### src/rtl/udr_pkg.sv
// Package: shared constants for the DMA request generator.
// Assumes: FIFO depths of 16 or 32 entries only.
package udr_pkg;
    localparam int RX_THR_LO = 4;
    localparam int RX_THR_HI = 10;
    localparam int TX_THR16_LO = 13;
    localparam int TX_THR16_HI = 7;
    localparam int TX_THR32_LO = 29;
    localparam int TX_THR32_HI = 23;
endpackage

### src/rtl/udr_thresh.sv
// Module: udr_thresh
// Compares the FIFO levels against the selected thresholds and flags the
// full and empty conditions. Purely combinational.
// Assumes: levels never exceed FIFO_DEPTH; FIFO_DEPTH is 16 or 32.
module udr_thresh #(
    parameter int FIFO_DEPTH = 16,
    parameter int LVL_W      = $clog2(FIFO_DEPTH + 1)
) (
    input  logic             thr_sel,
    input  logic [LVL_W-1:0] tx_level,
    input  logic [LVL_W-1:0] rx_level,
    input  logic             rx_timeout,
    output logic             tx_below,
    output logic             rx_ready,
    output logic             tx_full,
    output logic             rx_empty
);
    import udr_pkg::*;

    logic [LVL_W-1:0] tx_thr_lo, tx_thr_hi, tx_thr;
    logic [LVL_W-1:0] rx_thr;

    // The FIFO depth picks the transmit threshold column.
    generate
        if (FIFO_DEPTH == 32) begin : g_deep
            assign tx_thr_lo = LVL_W'(TX_THR32_LO);
            assign tx_thr_hi = LVL_W'(TX_THR32_HI);
        end else begin : g_shallow
            assign tx_thr_lo = LVL_W'(TX_THR16_LO);
            assign tx_thr_hi = LVL_W'(TX_THR16_HI);
        end
    endgenerate

    // Apply the threshold select and form the level conditions.
    always_comb begin
        tx_thr   = thr_sel ? tx_thr_hi : tx_thr_lo;
        rx_thr   = thr_sel ? LVL_W'(RX_THR_HI) : LVL_W'(RX_THR_LO);
        tx_below = tx_level < tx_thr;
        rx_ready = (rx_level >= rx_thr) || rx_timeout;
        tx_full  = tx_level == LVL_W'(FIFO_DEPTH);
        rx_empty = rx_level == '0;
    end
endmodule

### src/rtl/udr_fair_timer.sv
// Module: udr_fair_timer
// Counts consecutive serviced cycles and pulses 'fire' on the cycle that
// completes FAIR_LIMIT of them. The count clears whenever nothing is being
// serviced, when the timer is disabled, or after it fires.
// Assumes: FAIR_LIMIT >= 1.
module udr_fair_timer #(
    parameter int FAIR_LIMIT = 2625,
    parameter int CNT_W      = $clog2(FAIR_LIMIT + 1)
) (
    input  logic clk,
    input  logic rst_n,
    input  logic enable,
    input  logic busy,
    output logic fire
);
    logic [CNT_W-1:0] cnt;

    // Detect the last cycle of an allowed burst.
    always_comb fire = enable && busy && (cnt == CNT_W'(FAIR_LIMIT - 1));

    // Advance or clear the burst counter.
    always_ff @(posedge clk) begin
        if (!rst_n || !enable || !busy || fire) begin
            cnt <= '0;
        end else begin
            cnt <= cnt + 1'b1;
        end
    end
endmodule

### src/rtl/udr_req_ctrl.sv
// Module: udr_req_ctrl
// One request line. In timed mode it follows its start condition, cleared
// for one cycle by a timer fire. In drain mode it latches on the start
// condition and holds until the stop condition.
// Assumes: start/stop are stable around the clock edge.
module udr_req_ctrl (
    input  logic clk,
    input  logic rst_n,
    input  logic drain_mode,
    input  logic start,
    input  logic stop,
    input  logic fire,
    output logic req
);
    // Register the request according to the active policy.
    always_ff @(posedge clk) begin
        if (!rst_n) begin
            req <= 1'b0;
        end else if (drain_mode) begin
            req <= req ? !stop : start;
        end else begin
            req <= start && !fire;
        end
    end
endmodule

### src/rtl/udr_swap.sv
// Module: udr_swap
// Routes the internal TX/RX request/acknowledge pairs onto external pairs
// 0 and 1, straight through or exchanged. Purely combinational.
module udr_swap (
    input  logic swap_en,
    input  logic tx_req,
    input  logic rx_req,
    input  logic ext_ack0,
    input  logic ext_ack1,
    output logic ext_req0,
    output logic ext_req1,
    output logic tx_ack,
    output logic rx_ack
);
    // Select the direction of each pair.
    always_comb begin
        ext_req0 = swap_en ? rx_req : tx_req;
        ext_req1 = swap_en ? tx_req : rx_req;
        tx_ack   = swap_en ? ext_ack1 : ext_ack0;
        rx_ack   = swap_en ? ext_ack0 : ext_ack1;
    end
endmodule

### src/rtl/uart_dma_req_gen.sv
// Module: uart_dma_req_gen (top)
// DMA request generator for a FIFO-based serial controller in demand
// transfer mode. Requests are registered: they respond one cycle after
// their inputs.
// Assumes: levels within 0..FIFO_DEPTH; FIFO_DEPTH is 16 or 32;
// FAIR_LIMIT is the burst length in clocks (2625 = 10.5 us at 250 MHz).
module uart_dma_req_gen #(
    parameter int FIFO_DEPTH = 16,
    parameter int FAIR_LIMIT = 2625,
    parameter int LVL_W      = $clog2(FIFO_DEPTH + 1)
) (
    input  logic             clk,
    input  logic             rst_n,
    input  logic             thr_sel,
    input  logic             fair_mode,
    input  logic             swap_en,
    input  logic [LVL_W-1:0] tx_level,
    input  logic [LVL_W-1:0] rx_level,
    input  logic             rx_timeout,
    input  logic             ext_ack0,
    input  logic             ext_ack1,
    output logic             ext_req0,
    output logic             ext_req1
);
    logic tx_below, rx_ready, tx_full, rx_empty;
    logic tx_req, rx_req, tx_ack, rx_ack;
    logic busy, fire;

    udr_thresh #(.FIFO_DEPTH(FIFO_DEPTH), .LVL_W(LVL_W)) u_thresh (
        .thr_sel    (thr_sel),
        .tx_level   (tx_level),
        .rx_level   (rx_level),
        .rx_timeout (rx_timeout),
        .tx_below   (tx_below),
        .rx_ready   (rx_ready),
        .tx_full    (tx_full),
        .rx_empty   (rx_empty)
    );

    // A cycle is serviced when any raised request is acknowledged.
    always_comb busy = (tx_req && tx_ack) || (rx_req && rx_ack);

    udr_fair_timer #(.FAIR_LIMIT(FAIR_LIMIT)) u_timer (
        .clk    (clk),
        .rst_n  (rst_n),
        .enable (!fair_mode),
        .busy   (busy),
        .fire   (fire)
    );

    udr_req_ctrl u_tx_req (
        .clk        (clk),
        .rst_n      (rst_n),
        .drain_mode (fair_mode),
        .start      (tx_below),
        .stop       (tx_full),
        .fire       (fire),
        .req        (tx_req)
    );

    udr_req_ctrl u_rx_req (
        .clk        (clk),
        .rst_n      (rst_n),
        .drain_mode (fair_mode),
        .start      (rx_ready),
        .stop       (rx_empty),
        .fire       (fire),
        .req        (rx_req)
    );

    udr_swap u_swap (
        .swap_en  (swap_en),
        .tx_req   (tx_req),
        .rx_req   (rx_req),
        .ext_ack0 (ext_ack0),
        .ext_ack1 (ext_ack1),
        .ext_req0 (ext_req0),
        .ext_req1 (ext_req1),
        .tx_ack   (tx_ack),
        .rx_ack   (rx_ack)
    );
endmodule

### config.mk
export PLATFORM = sky130hd
export DESIGN_NAME = uart_dma_req_gen
export DESIGN_NICKNAME = d
export VERILOG_FILES = /design/src/rtl/udr_pkg.sv /design/src/rtl/udr_thresh.sv /design/src/rtl/udr_fair_timer.sv /design/src/rtl/udr_req_ctrl.sv /design/src/rtl/udr_swap.sv /design/src/rtl/uart_dma_req_gen.sv
export SDC_FILE = /design/constraint.sdc
export NUM_CORES = 1
export LEC_CHECK = 0
export CORE_UTILIZATION = 30
export DETAILED_ROUTE_END_ITERATION = 8
export SKIP_LAST_GASP = 1
export SYNTH_ARGS = -nofsm -noshare
export SYNTH_HDL_FRONTEND = slang
export SYNTH_SLANG_ARGS = --single-unit
### constraint.sdc
create_clock -name clk -period 1.6 [get_ports clk]
set_input_delay 0.32 -clock clk [delete_from_list [all_inputs] [get_ports clk]]
set_output_delay 0.32 -clock clk [all_outputs]
set_load 0.02 [all_outputs]
==> flow_metrics.tcl, run 1 <==
set metrics [dict create \
    timing.final.crit_period_ns 1.51 \
    p_sw_uw 177 \
    synth_fp_nets 117 \
    grt_first_pass_wirelength_um 2950 \
    rows 18 \
    fin_skew_ns 0.00447 \
    crit_buf_inv 1 \
    core_area_um2 2520 \
    synthAdderAreaFrac_pct 10.8 \
    required_ns 1.28 \
    diodes 0 \
    wl_um 1720 \
    combPwrFrac_pct 17.3 \
    critical-path-max-stage-delay_ns 0.34 \
    yosysSeqAreaShare_pct 34.6 \
    outcome "finished clean" \
    rsz0062_at_grt "true" \
    first_pass_iters 3 \
    seqPwrFrac_pct 48.1 \
    hold_ws_ns 0.434 \
    synth-seq-cells 14 \
    synthSimpleGateAreaFrac_pct 25.8 \
    syn_area_per_cell_um2 8.81 \
    cpLargestDelayFamily "flip-flops" \
    die_area_um2 2910 \
    crit_chain "mux2_4 > clkdlybuf4s15_1" \
    pre_cts_ws_ns -0.460 \
    synth_compound_area_share_pct 9.26 \
    fin_crit_sh_pct 94.2 \
    reg2reg_slack_ns 0.11 \
    die_w_um 54.0 \
    endpoint_kind "output port" \
    initial_utilization_pct 32.1 \
    gp_congestion 0.756 \
    drive_gt1_share_pct 14.4 \
    clockPowerShare_pct 34.6 \
    syn_inst 92 \
    place_area_um2 1050 \
    internal_power_uw 571 \
    cap_violations 0 \
    avgRoutedWirePerCell_um 11.6 \
    setup_slack_ns 0.0921 \
    hold_class "reg -> reg" \
    cts_tree "built" \
    cts_root_buf "clkbuf_4" \
    critPathKind "reg -> out" \
    cts.sinks 14 \
    ir_worst_vdd_v 0.000493 \
    ys_warn_count 0 \
    ios 20 \
    antenna_found_initial 0 \
    drt-initial-drc-count 6 \
    synthXorXnorAreaFrac_pct 10.8 \
    setup_viol 0 \
    cts_max_level 1 \
    cts_setup_buffers 0 \
    fin_area_um2 1110 \
    vias 721 \
    syn_area_um2 811 \
    clockBufferDepth 2 \
    p_sw_share_pct 23.6 \
    crit_arrival_ns 1.19 \
    worst_slew_pin_slew_ns 0.329 \
    power_leakage_uw 0.000446 \
    area_growth_pct 37.5 \
    clkLatencyLatePin_ns 0.29 \
    hpwl_um 1290 \
    grt_max_degree 13 \
    finish.net_count 144 \
    synthMuxAreaShare_pct 3.24 \
    slowest_stage "dfxtp_1" \
    grt_pass1_vias 726 \
    start_kind "register" \
    die_h_um 54.0 \
    path_clk_slew_ns 0.09 \
    maxSlewViolCount 0 \
    p_per_area_nw_per_um2 671 \
    antenna_left 0 \
    synth_top_family_by_area "simple AND/OR/NAND/NOR gates" \
    maxSlewHeadroom_pct 78.0 \
    gr-total-overflow 0 \
    cts_buffers 3 \
    io_buffers 19 \
    hold_viol 0 \
    fmax_ghz 0.663 \
    viasPerCell 4.87 \
    path_max_fanout 3 \
    track_usage_pct 13.9 \
    drcViolationCount 0 \
    ys_types 33 \
]
## cells in the final DEF (no fill, tap or decap), types with 2 or more instances in the layout
| cell type | n |
|---|---|
| dfxtp_1 | 13 |
| nand3_1 | 5 |
| xor2_1 | 9 |
| and4_1 | 2 |
| or3b_4 | 2 |
| nor4_1 | 2 |
| nand2_1 | 3 |
| clkbuf_4 | 3 |
| ha_1 | 7 |
| clkdlybuf4s50_1 | 15 |
| nor2_1 | 14 |
| inv_1 | 7 |
| nand4_1 | 3 |
| o21ai_0 | 2 |
| buf_4 | 4 |
## what timing repair did
action	CTS	global route
setup endpoints to repair	4	9
resized for setup	7	6
hold buffers	0	0
cloned	0	1
pin swaps	3	3
## power by group through the flow
stage          Combinational [uW]  Sequential, uW  Clock, uW
2_1_floorplan                55.6             365          0
3_3_place_gp                  125             367          0
3_5_place_dp                  129             367          0
4_1_cts                       127             359        273
5_1_grt                       145             361        287
6_report                      130             359        259
## metrics by stage
stage	setup TNS, ns	util [%]	std cells	power (uW)
after floorplan	0	-	92	421
after global placement	-4.00	41.8	143	492
after detailed placement	-4.72	41.8	143	496
after CTS	0	43.2	147	758
after global routing	-0.0820	44.2	148	793
final	0	44.2	148	748
## worst register-to-register path, cell delays in order, from the launching register on
cell and delay (ns):
dfxtp_2 0.35, inv_1 0.04, ha_1 0.17, nor4bb_2 0.17, nand3_1 0.14, or3b_4 0.44, nor2_1 0.12
## final cells by class
| type | count | area [um2] |
|---|---|---|
| fillers | 263 | 1410 |
| multi-input cells | 69 | 507 |
| flip-flops and latches | 14 | 282 |
| repair buffers | 23 | 223 |
| well taps | 30 | 37.5 |
| clock buffers | 4 | 36.3 |
| inverters | 8 | 30.0 |
## routing by layer
metal  routed length, um  global-route usage [%]
met2                 773                    24.1
met4                   6                    3.85
met3                  81                    4.24
met1                 860                    16.4
met5                   0                       0
## state kept, by name, indices dropped and copies added (netlist names)
name          cells
u_timer.cnt      12
u_rx_req.req      1
u_tx_req.req      1
## logic make-up after synthesis
family | Yosys count
flops | 14
xor+xnor | 10
compound gates | 11
fa+ha+maj | 7
mux | 2
buf+inv | 10
simple gates | 38
## worst paths after layout
kind	from	endpoint	cells past startpoint
worst max register to register	u_timer.cnt[0]$_SDFF_PP0_	u_timer.cnt[6]$_SDFF_PP0_	6
worst max-delay path	u_tx_req.req$_SDFF_PN0_	ext_req0	2
worst min register to register	u_timer.cnt[0]$_SDFF_PP0_	u_timer.cnt[0]$_SDFF_PP0_	1
worst min-delay path	u_timer.cnt[0]$_SDFF_PP0_	u_timer.cnt[0]$_SDFF_PP0_	1
## cell usage after synthesis (all sizes together)
| master | count | area (um2) |
|---|---|---|
| dfxtp | 14 | 280 |
| a41oi | 1 | 8.76 |
| nand2 | 3 | 11.3 |
| xnor2 | 1 | 8.76 |
| nand4 | 3 | 18.8 |
| mux2 | 2 | 26.3 |
| a21oi | 1 | 5.00 |
| o31ai | 1 | 7.51 |
| nor4bb | 1 | 10.0 |
| and2 | 1 | 6.26 |
| xor2 | 9 | 78.8 |
| inv | 8 | 30.0 |
| nand3 | 5 | 25.0 |
| and4bb | 1 | 12.5 |
| nor2 | 14 | 52.6 |
| or4 | 1 | 7.51 |
| nor4 | 2 | 12.5 |
| a32oi | 1 | 8.76 |
| clkbuf | 1 | 3.75 |
| nor3 | 1 | 5.00 |
| a21o | 1 | 7.51 |
| ha | 7 | 87.6 |
| o21ai | 3 | 15.0 |
| and4 | 2 | 17.5 |
| buf | 1 | 11.3 |
| nand2b | 1 | 6.26 |
| and3 | 1 | 6.26 |
| a311oi | 1 | 8.76 |
| a211oi | 1 | 7.51 |
| or3b | 1 | 11.3 |
| a31oi | 1 | 6.26 |
| nor2b | 1 | 6.26 |
No activity file was read; power rests on OpenSTA's default activity.
==> inputs of run 2 (changes only) <==
==> constraint.sdc (replaced) <==
create_clock -name clk -period 1.5 [get_ports clk]
set_input_delay 0.3 -clock clk [delete_from_list [all_inputs] [get_ports clk]]
set_output_delay 0.3 -clock clk [all_outputs]
set_load 0.02 [all_outputs]
==> run 2 against run 1 <==
Routed wire length rose by 11%. Critical path depth increased by 3. Global-route usage rose by 0.19 points. Clock power down 20%. Largest power group unchanged. Critical path type is now in -> reg. Largest cell class unchanged. Critical endpoint is now u_rx_req.req$_SDFF_PN0_. Total power is 1.2% lower.
==> flow_metrics.tcl, run 2 (synthesized netlist as in run 1, its figures left out) <==
set metrics [dict create \
    core_area_um2 2520 \
    avgRoutedWirePerCell_um 12.7 \
    track_usage_pct 14.1 \
    timing.final.crit_period_ns 1.50 \
    antenna_found_initial 0 \
    fin_area_um2 1140 \
    cts_max_level 1 \
    crit_arrival_ns 1.66 \
    drive_gt1_share_pct 22.5 \
    pre_cts_ws_ns -0.505 \
    largest_reg_flops 12 \
    fin_setup_tns_ns 0 \
    maxSlewHeadroom_pct 81.9 \
    final_core_util_pct 45.3 \
    grt_pass1_vias 709 \
    p_per_area_nw_per_um2 646 \
    die_h_um 54.0 \
    gr-total-overflow 0 \
    diodes 0 \
    largest_register "u_timer.cnt" \
    clockBufferDepth 2 \
    cts_buffers 3 \
    fin_crit_sh_pct 99.9 \
    hold_viol 0 \
    ios 20 \
    initial_utilization_pct 32.1 \
    path_clk_slew_ns 0.08 \
    finish.net_count 147 \
    antenna_left 0 \
    io_buffers 19 \
    area_growth_pct 41.0 \
    fmax_ghz 0.667 \
    first_pass_iters 4 \
    hold_class "reg -> reg" \
    start_kind "input port" \
    clkLatencyLatePin_ns 0.28 \
    maxSlewViolCount 0 \
    cap_violations 0 \
    final_cell_mix "clkdlybuf4s50_1 (15), nor2_1 (12), dfxtp_1 (12)" \
    cts_setup_buffers 0 \
    drt-initial-drc-count 18 \
    grt_max_degree 13 \
    fin_skew_ns 0.00515 \
    cts_root_buf "clkbuf_4" \
    gp_congestion 0.739 \
    power_leakage_uw 0.000448 \
    cts_tree "built" \
    fin_cells 150 \
    num-fill-cells 269 \
    rows 18 \
    outcome "finished clean" \
    vias 761 \
    dp_cells 146 \
    endpoint_kind "register" \
    setup_slack_ns 0.00131 \
    critPathKind "in -> reg" \
    setup_viol 0 \
    drcViolationCount 0 \
    die_area_um2 2910 \
    holdBufCountCts 0 \
    ir_worst_vdd_v 0.000478 \
    worst_slew_pin_slew_ns 0.271 \
    wl_um 1910 \
    place_area_um2 1080 \
    path_max_fanout 2 \
    final_common_cell "clkdlybuf4s50_1" \
    hpwl_um 1380 \
    required_ns 1.66 \
    die_w_um 54.0 \
    cts.sinks 14 \
    reg.largest.list "u_timer.cnt x12, u_rx_req.req x1, u_tx_req.req x1" \
    viasPerCell 5.07 \
    grt_first_pass_wirelength_um 2930 \
]
run 2: cell count changes in the layout (fill, tap and decap cells not counted), moves of 2 or more:
cell / change
ha_2: +2
nor2_2: +2
nor2_1: -2
ha_1: -2
buf_2: +2
buf_4: +3
run 2: timing repair:
item                                    4_1_cts  5_1_grt
gates cloned                                  0        1
pin swaps                                     2        2
gates resized for setup                      14       11
endpoints found under the setup margin       16       13
run 2: worst paths after layout:
| check | start | endpoint | slack [ns] | depth (start not counted) |
|---|---|---|---|---|
| max | rx_level[3] | u_rx_req.req$_SDFF_PN0_ | 0.001 | 5 |
| min | u_timer.cnt[0]$_SDFF_PP0_ | u_timer.cnt[0]$_SDFF_PP0_ | 0.50 | 2 |
| max reg2reg | u_timer.cnt[0]$_SDFF_PP0_ | u_timer.cnt[10]$_SDFF_PP0_ | 0.04 | 6 |
| min reg2reg | u_timer.cnt[0]$_SDFF_PP0_ | u_timer.cnt[0]$_SDFF_PP0_ | 0.50 | 2 |
run 2: routing by layer:
metal | track usage (%) | vias to the layer above | wire length (um)
li1 | - | 381 | -
met1 | 16.3 | 355 | 836
met2 | 23.7 | 20 | 928
met3 | 5.08 | 5 | 126
met4 | 5.13 | 0 | 19
met5 | 0 | - | 0
run 2: power by group:
part | internal, uW | switching (uW)
sequential | 378 | 4.86
clock | 93.1 | 114
combinational | 85.5 | 63.7
total | 556 | 183
run 2: metrics by stage:
stage	hold WS (ns)	total power [uW]
2_1_floorplan	0.397	449
3_3_place_gp	0.488	529
3_5_place_dp	0.504	535
4_1_cts	0.522	739
5_1_grt	0.519	787
6_report	0.503	739
run 2: area by class of cell:
type / instances / area, um2 / share of cell area (%)
Sequential cell: 14 / 283 / 24.7
Timing Repair Buffer: 26 / 230 / 20.1
Multi-Input combinational cell: 69 / 541 / 47.3
Tap cell: 30 / 37.5 / 3.28
Clock buffer: 3 / 22.5 / 1.97
Inverter: 8 / 30.0 / 2.63
run 2: worst max-delay path, cell delays in order:
cell and delay (ns):
clkdlybuf4s50_1 0.43, ha_2 0.18, or4_1 0.52, o21ai_1 0.14, o31ai_1 0.09
==> inputs of run 3 (changes only) <==
--- a/config.mk
+++ b/config.mk
@@ -6,6 +6,7 @@
 export NUM_CORES = 1
 export LEC_CHECK = 0
 export CORE_UTILIZATION = 30
+export CTS_BUF_LIST = sky130_fd_sc_hd__clkbuf_16
 export DETAILED_ROUTE_END_ITERATION = 8
 export SKIP_LAST_GASP = 1
 export SYNTH_ARGS = -nofsm -noshare
==> run 3 against run 2 <==
Design area increased by 2.4%. Total power increased by 39%. Sequential cell count unchanged. Non-clock buffer count unchanged. Register-to-register slack about the same. Worst setup slack improved by 0.047 ns. Die area unchanged. Via count decreased by 0.39%. Clock power increased by 140%. Clock skew decreased by 0.0042 ns. Sequential share of layout area decreased by 0.79 points.
==> flow_metrics.tcl, run 3 (synthesized netlist as in run 1, its figures left out) <==
set metrics [dict create \
    io_buffers 19 \
    endpoint_kind "register" \
    cts_root_buf "clkbuf_16" \
    setup_slack_ns 0.0481 \
    setup_viol 0 \
    critical-path-max-stage-delay_ns 0.49 \
    avgRoutedWirePerCell_um 12.1 \
    gr-total-overflow 0 \
    power_leakage_uw 0.000488 \
    hold_ws_ns 0.512 \
    clockBufferDepth 2 \
    core_area_um2 2520 \
    cts_buffers 3 \
    clkLatencyLatePin_ns 0.24 \
    drt-initial-drc-count 13 \
    cpLargestDelayFamily "compound AO/OA/AOI/OAI gates" \
    fin_skew_ns 0.000924 \
    viasPerCell 5.05 \
    slowest_stage "clkdlybuf4s50_1" \
    grt_first_pass_wirelength_um 2960 \
    critPathKind "in -> reg" \
    start_kind "input port" \
    hold_class "reg -> reg" \
    fin_crit_sh_pct 96.8 \
    antenna_left 0 \
    fmax_ghz 0.689 \
    maxSlewHeadroom_pct 82.3 \
    final_cell_mix "dfxtp_1 (14), nor2_1 (13), clkdlybuf4s50_1 (12)" \
    cts.sinks 14 \
    required_ns 1.66 \
    initial_utilization_pct 32.1 \
    cts_tree "built" \
    crit_arrival_ns 1.61 \
    crit_chain "clkdlybuf4s50_1 > ha_1 > a21o_1 > a311oi_1 > a21oi_1 > a211oi_1" \
    wl_um 1820 \
    maxSlewViolCount 0 \
    rsz0062_at_grt "true" \
    path_max_fanout 2 \
    final_common_cell "dfxtp_1" \
    finish.net_count 147 \
    die_area_um2 2910 \
    drive_gt1_share_pct 17.5 \
    first_pass_iters 4 \
    worst_slew_pin_slew_ns 0.262 \
    cts_setup_buffers 0 \
    gp_congestion 0.739 \
    p_per_area_nw_per_um2 874 \
    hpwl_um 1380 \
    hold_viol 0 \
    path_clk_slew_ns 0.04 \
    antenna_found_initial 0 \
    track_usage_pct 15.0 \
    grt_pass1_vias 704 \
    area_growth_pct 44.4 \
    largest_register "u_timer.cnt" \
    fin_setup_tns_ns 0 \
    ios 20 \
    reg.largest.list "u_timer.cnt x12, u_rx_req.req x1, u_tx_req.req x1" \
    rows 18 \
    crit_buf_inv 1 \
    cts_max_level 1 \
    die_w_um 54.0 \
    drcViolationCount 0 \
    largest_reg_flops 12 \
    pre_cts_ws_ns -0.505 \
    ir_worst_vdd_v 0.000820 \
    cap_violations 0 \
    diodes 0 \
    timing.final.crit_period_ns 1.45 \
    die_h_um 54.0 \
    vias 758 \
    outcome "finished clean" \
    grt_max_degree 13 \
]
## run 3: cell types whose count changed in the layout (fill, tap and decap cells not counted), sizes merged
| cell | previous run | this run |
|---|---|---|
| clkdlybuf4s50 | 15 | 12 |
| clkdlybuf4s15 | 0 | 1 |
| dlymetal6s2s | 0 | 2 |
## run 3: final timing paths
path / startpoint / endpoint / slack, ns / cells past startpoint
max: tx_level[1] / u_tx_req.req$_SDFF_PN0_ / 0.05 / 6
min: u_timer.cnt[11]$_SDFF_PP0_ / u_timer.cnt[11]$_SDFF_PP0_ / 0.51 / 2
max reg2reg: u_timer.cnt[0]$_SDFF_PP0_ / u_timer.cnt[2]$_SDFF_PP0_ / 0.05 / 6
min reg2reg: u_timer.cnt[11]$_SDFF_PP0_ / u_timer.cnt[11]$_SDFF_PP0_ / 0.51 / 2
## run 3: per-stage QoR
stage / utilization [%] / total power, uW / cells / cell area (um2)
after floorplan: - / 449 / 92 / 811
after global placement: 42.7 / 529 / 146 / 1080
after detailed placement: 42.7 / 535 / 146 / 1080
after CTS: 45.5 / 1030 / 149 / 1150
after global routing: 46.4 / 1080 / 150 / 1170
final: 46.4 / 1020 / 150 / 1170
## run 3: layout make-up
| type | count | area, um2 |
|---|---|---|
| inverter | 8 | 30.0 |
| sequential | 14 | 280 |
| timing repair buffer | 26 | 239 |
| clock buffer | 3 | 75.1 |
| multi-input combinational | 69 | 509 |
| tap | 30 | 37.5 |
| fill | 254 | 1350 |
## run 3: repair_timing
action	CTS	global route
cloned	0	1
pin swaps	3	5
hold buffers	0	0
resized for setup	16	8
setup endpoints to repair	16	13
## run 3: where the power goes
part / internal [uW] / switching (uW)
Sequential: 380 / 5.06
Combinational: 83.0 / 61.0
Clock: 348 / 147
Total: 811 / 213
## run 3: metal layers
layer | GRT usage, % | part of all wire, %
met3 | 5.93 | 4.7
met5 | 0 | 0
met1 | 16.3 | 47
met2 | 23.7 | 46
met4 | 10.3 | 2.6
## run 3: worst reg2reg max path: stages (launching register included)
cell and delay [ns]:
dfxtp_1 0.30, inv_1 0.05, ha_1 0.14, nor4bb_1 0.29
nand3_1 0.18, or3b_4 0.32, nor2_1 0.05
